===== config.mk =====
export PLATFORM = sky130hd
export DESIGN_NAME = wiper_bank
export DESIGN_NICKNAME = d
export VERILOG_FILES = /design/src/rtl/wb_pkg.sv /design/src/rtl/wb_slot_file.sv /design/src/rtl/wb_wiper_ctr.sv /design/src/rtl/wb_tap_decode.sv /design/src/rtl/wiper_bank.sv
export SDC_FILE = /design/constraint.sdc
export NUM_CORES = 1
export LEC_CHECK = 0
export CAP_MARGIN = 20
export CORE_AREA = 2 2 109 111
export CTS_BUF_LIST = sky130_fd_sc_hd__clkbuf_8
export CTS_CLUSTER_SIZE = 14
export DETAILED_ROUTE_END_ITERATION = 8
export DIE_AREA = 0 0 111 113
export DONT_BUFFER_PORTS = 1
export PLACE_DENSITY = 0.55
export SETUP_SLACK_MARGIN = 0.4
export SLEW_MARGIN = 10
export SYNTH_ARGS = -nofsm -noshare
export SYNTH_HDL_FRONTEND = slang
export SYNTH_HIERARCHICAL = 1
export SYNTH_SLANG_ARGS = --single-unit

===== constraint.sdc =====
create_clock -name clk -period 7.3 [get_ports clk]
set_clock_uncertainty 0.05 [all_clocks]
set_input_delay 0 -clock clk [delete_from_list [all_inputs] [get_ports clk]]
set_output_delay 0 -clock clk [all_outputs]
set_load 0.05 [all_outputs]

===== src/rtl/wb_pkg.sv =====
package wb_pkg;
  typedef enum logic [2:0] {
    OP_SET_WIPER = 3'd0,
    OP_SET_SLOT  = 3'd1,
    OP_RECALL    = 3'd2,
    OP_STORE     = 3'd3,
    OP_UP        = 3'd4,
    OP_DOWN      = 3'd5
  } wb_op_e;
endpackage


===== src/rtl/wb_slot_file.sv =====
module wb_slot_file #(
  parameter int CODE_W = 8,
  parameter int SLOTS  = 4,
  localparam int IDX_W = $clog2(SLOTS)
) (
  input  logic                         clk,
  input  logic                         rst_n,
  input  logic                         wr_en,
  input  logic [IDX_W-1:0]             wr_idx,
  input  logic [CODE_W-1:0]            wr_val,
  output logic [SLOTS-1:0][CODE_W-1:0] slots
);
  for (genvar s = 0; s < SLOTS; s++) begin : g_slot
    always_ff @(posedge clk) begin
      if (!rst_n)
        slots[s] <= '0;
      else if (wr_en && (wr_idx == IDX_W'(s)))
        slots[s] <= wr_val;
    end
  end
endmodule


===== src/rtl/wb_wiper_ctr.sv =====
module wb_wiper_ctr #(
  parameter int CODE_W = 8
) (
  input  logic              clk,
  input  logic              rst_n,
  input  logic              ld_en,
  input  logic [CODE_W-1:0] ld_val,
  input  logic              up,
  input  logic              down,
  output logic [CODE_W-1:0] code
);
  localparam logic [CODE_W-1:0] TOP = '1;

  always_ff @(posedge clk) begin
    if (!rst_n)
      code <= '0;
    else if (ld_en)
      code <= ld_val;
    else if (up && code != TOP)
      code <= code + 1'b1;
    else if (down && code != '0)
      code <= code - 1'b1;
  end
endmodule


===== src/rtl/wb_tap_decode.sv =====
module wb_tap_decode #(
  parameter int CODE_W = 8,
  localparam int TAPS = 1 << CODE_W
) (
  input  logic [CODE_W-1:0] code,
  output logic [TAPS-1:0]   sel
);
  for (genvar t = 0; t < TAPS; t++) begin : g_tap
    assign sel[t] = (code == CODE_W'(t));
  end
endmodule


===== src/rtl/wiper_bank.sv =====
module wiper_bank #(
  parameter int CODE_W = 8,
  parameter int SLOTS  = 4,
  localparam int IDX_W = $clog2(SLOTS),
  localparam int TAPS  = 1 << CODE_W
) (
  input  logic              clk,
  input  logic              rst_n,
  input  logic              cmd_valid,
  output logic              cmd_ready,
  input  logic [2:0]        cmd_op,
  input  logic [IDX_W-1:0]  cmd_idx,
  input  logic [CODE_W-1:0] cmd_data,
  input  logic              step_pulse,
  input  logic              step_up,
  output logic [CODE_W-1:0] wiper_code,
  output logic [TAPS-1:0]   tap_sel
);
  import wb_pkg::*;

  logic                         take;
  logic                         ld_en, up, down, slot_we;
  logic [CODE_W-1:0]            ld_val, slot_wval;
  logic [SLOTS-1:0][CODE_W-1:0] slots;

  always_ff @(posedge clk) begin
    if (!rst_n) cmd_ready <= 1'b0;
    else        cmd_ready <= 1'b1;
  end

  assign take = cmd_valid && cmd_ready;

  always_comb begin
    ld_en     = 1'b0;
    ld_val    = cmd_data;
    up        = 1'b0;
    down      = 1'b0;
    slot_we   = 1'b0;
    slot_wval = cmd_data;
    if (take) begin
      case (cmd_op)
        OP_SET_WIPER: ld_en = 1'b1;
        OP_SET_SLOT:  slot_we = 1'b1;
        OP_RECALL: begin
          ld_en  = 1'b1;
          ld_val = slots[cmd_idx];
        end
        OP_STORE: begin
          slot_we   = 1'b1;
          slot_wval = wiper_code;
        end
        OP_UP:   up   = 1'b1;
        OP_DOWN: down = 1'b1;
        default: ;
      endcase
    end else if (step_pulse) begin
      up   = step_up;
      down = !step_up;
    end
  end

  wb_slot_file #(.CODE_W(CODE_W), .SLOTS(SLOTS)) u_slots (
    .clk(clk), .rst_n(rst_n), .wr_en(slot_we), .wr_idx(cmd_idx),
    .wr_val(slot_wval), .slots(slots)
  );

  wb_wiper_ctr #(.CODE_W(CODE_W)) u_ctr (
    .clk(clk), .rst_n(rst_n), .ld_en(ld_en), .ld_val(ld_val),
    .up(up), .down(down), .code(wiper_code)
  );

  wb_tap_decode #(.CODE_W(CODE_W)) u_dec (
    .code(wiper_code), .sel(tap_sel)
  );
endmodule


==> metrics.md <==
| Metric | Value |
|---|---|
| Fin. Hold Viols | 0 |
| Ant diodes | 0 |
| Initial antenna violation count | 0 |
| Post-synth top flop | dfxtp_1 |
| Setup TNS | 0 ps |
| Setup violators final | 0 |
| PwrDens | 224 nW/µm² |
| Routed wire length | 16300 µm |
| Placed Cells | 672 |
| Final cell count without fillers | 687 |
| Congestion Overflow GR | 0 |
| Routed wire per std cell | 23.8 µm |
| Clock Latency Late Sink | 300 ps |
| Post-cts resize count | 0 |
| Seq/Total Area, Yosys | 0.197 |
| Top-level I/O count | 283 |
| Measured slew at the worst slew-check pin | 1140 ps |
| Hpwl dp | 11400 µm |
| Vias per cell | 6.23 |
| Gr busiest metal | met2 |
| Fmax | 0.276 GHz |
| Post-route cell area | 4200 µm² |
| Number of global-route vias before repair | 3399 |
| Slew Viols, Final | 0 |
| Status | completed |
| Post-synth EDFFs | 0 |
| Total iterations of the first detailed-routing run | 5 |
| Max transition margin | 0.237 |
| Crit. End Element | flip-flop |
| Filler cells | 1172 |
| Vias | 4277 |
| Area after DPL | 3980 µm² |
| PortBufs | 0 |
| Syn Area/Cell | 7.02 µm² |
| Tcrit/Tclk final | 0.497 |
| Asr flop ratio synth | 0 |
| Gr usage total | 0.232 |
| Routed Antenna Nets | 0 |
| Worst vdd ir | 0.000112 V |
| Leak | 1.43 nW |
| Met3 usage | 0.0487 |
| Synth Net Count | 619 |
| Netlist Area Pre-Place | 4160 µm² |
| Total CTS buffers | 5 |
| Gp weighted congestion | 0.867 |
| Syn Inst Count | 593 |
| Worst Path Arrival | 3810 ps |
| Ratio of cells with drive above 1 in the final layout | 0.134 |
| Yosys Warn Count | 6 |
| Die area | 12500 µm² |
| Clk buf depth | 2 |
| Row cnt | 39 |
| Req. time, crit path | 7490 ps |
| Kind of critical path | reg2reg |
| HP Class | in2reg |
| Global-route wire length before repair | 22000 µm |
| Root Buffer | clkbuf_8 |
| RSZ-0062 raised after global routing | false |
| Area of the multi-input gates | 2880 µm² |
| Starting Density | 0.369 |
| Yosys reg bits | 41 |
| Worst-path fanout max | 11 |
| Distinct cells, synth | 55 |
| Area delta synth->final | 0.871% |
| Met1 Use GR | 0.322 |
| Chip width | 111 µm |
| FF+latch area | 821 µm² |
| Pin count of the biggest net entering global routing | 49 |
| Most common cell after layout, fill and taps aside | nor2_1 |
| GR Layer Usage met2 | 0.355 |
| Initial DRC Count | 448 |
| Max-cap violations | 0 |
| Nets | 569 |
| H-Tree Depth | 2 |
| Die Y | 113 µm |
| Core area | 11300 µm² |
| Clock transition at path regs | 90 ps |
| Most frequent cells in the layout | 237 x nor2_1, 44 x nand2_1, 41 x dfxtp_1 |
| CP Launch Type | flip-flop |
| DRC viols | 0 |
| Tmin final | 3630 ps |
| TritonCTS clock tree | yes |
| Sink Count | 41 |
==> worst paths after layout <==
check,startpoint,depth (start not counted),to,slack (ps)
setup / recovery,cmd_ready$_DFF_P_,10,u_ctr/code[5]$_SDFFE_PN0P_,3670
hold / removal,cmd_data[4],3,u_ctr/code[4]$_SDFFE_PN0P_,10
setup reg to reg,cmd_ready$_DFF_P_,10,u_ctr/code[5]$_SDFFE_PN0P_,3670
hold reg to reg,u_slots/slots[8]$_SDFFE_PN0P_,2,u_slots/slots[8]$_SDFFE_PN0P_,410
==> flip-flops by register name, summed over array words and instances (netlist names) <==
signal and flops:
cmd_ready 1, u_ctr/code 8, u_slots/slots 32
==> area by class of cell <==
class / count / area share
Clock buffer: 5 / 0.0164
Clock inverter: 3 / 0.0110
Inverter: 7 / 0.00626
Multi-Input combinational cell: 471 / 0.686
Sequential cell: 41 / 0.195
Tap cell: 143 / 0.0426
Timing Repair Buffer: 17 / 0.0423
==> power breakdown <==
group | internal (mW) | switching, mW | total (mW) | leakage (nW)
registers | 0.235 | 0.0103 | 0.246 | 0.333
logic | 0.122 | 0.381 | 0.503 | 1.05
clock network | 0.103 | 0.0899 | 0.192 | 0.0543
==> layer usage <==
| layer | wire, µm | share of wire |
|---|---|---|
| met3 | 1740 | 0.11 |
| met4 | 540 | 0.033 |
| met2 | 7210 | 0.44 |
| met1 | 6840 | 0.42 |
| met5 | 0 | 0 |
==> through the flow <==
step                      setup WS, ps  power [mW]  hold slack, ps  utilization
final                             3670       0.941            11.1        0.373
after global routing              3370       0.980            12.3        0.373
after CTS                         3670       0.924            10.9        0.369
after detailed placement          3690       0.730           -15.8        0.353
after global placement            3800       0.720           -15.6        0.353
after floorplan                   4120       0.674           -22.3            -
==> cells by family after synthesis <==
family,Yosys count,share of synthesized area
AO/OA/AOI/OAI,33,0.0517
XOR/XNOR,3,0.00631
adder cells (fa/ha/maj),8,0.0258
buffers and inverters,81,0.111
flip-flops,41,0.197
multiplexers,59,0.174
AND/OR/NAND/NOR,368,0.434
==> worst max-delay path, cell delays in order, from the launching register on <==
cell     delay (ps)
dfxtp_1         650
nand2_2         230
o41ai_1         570
o21a_1          320
inv_1           230
ha_1            400
a21o_1          200
a21oi_1         220
a21oi_1         100
or3b_2          440
a31oi_1         150
==> Yosys cell counts, drive strengths merged, types with 8 or more instances <==
cell | instances | share of area
nor2 | 259 | 0.26
nand2 | 45 | 0.041
buf | 42 | 0.074
dfxtp | 41 | 0.20
mux2i | 35 | 0.084
clkbuf | 32 | 0.031
mux2 | 16 | 0.043
nand4bb | 13 | 0.035
o21ai | 9 | 0.012
a21oi | 8 | 0.0096
mux4 | 8 | 0.047
nand4b | 8 | 0.017
or4b | 8 | 0.022
==> timing repair <==
item                                   CTS  global route
endpoints found under the hold margin   41             0
buffers inserted                         0             0
hold buffers                             5             0
Power figures use the tool's default switching activity.
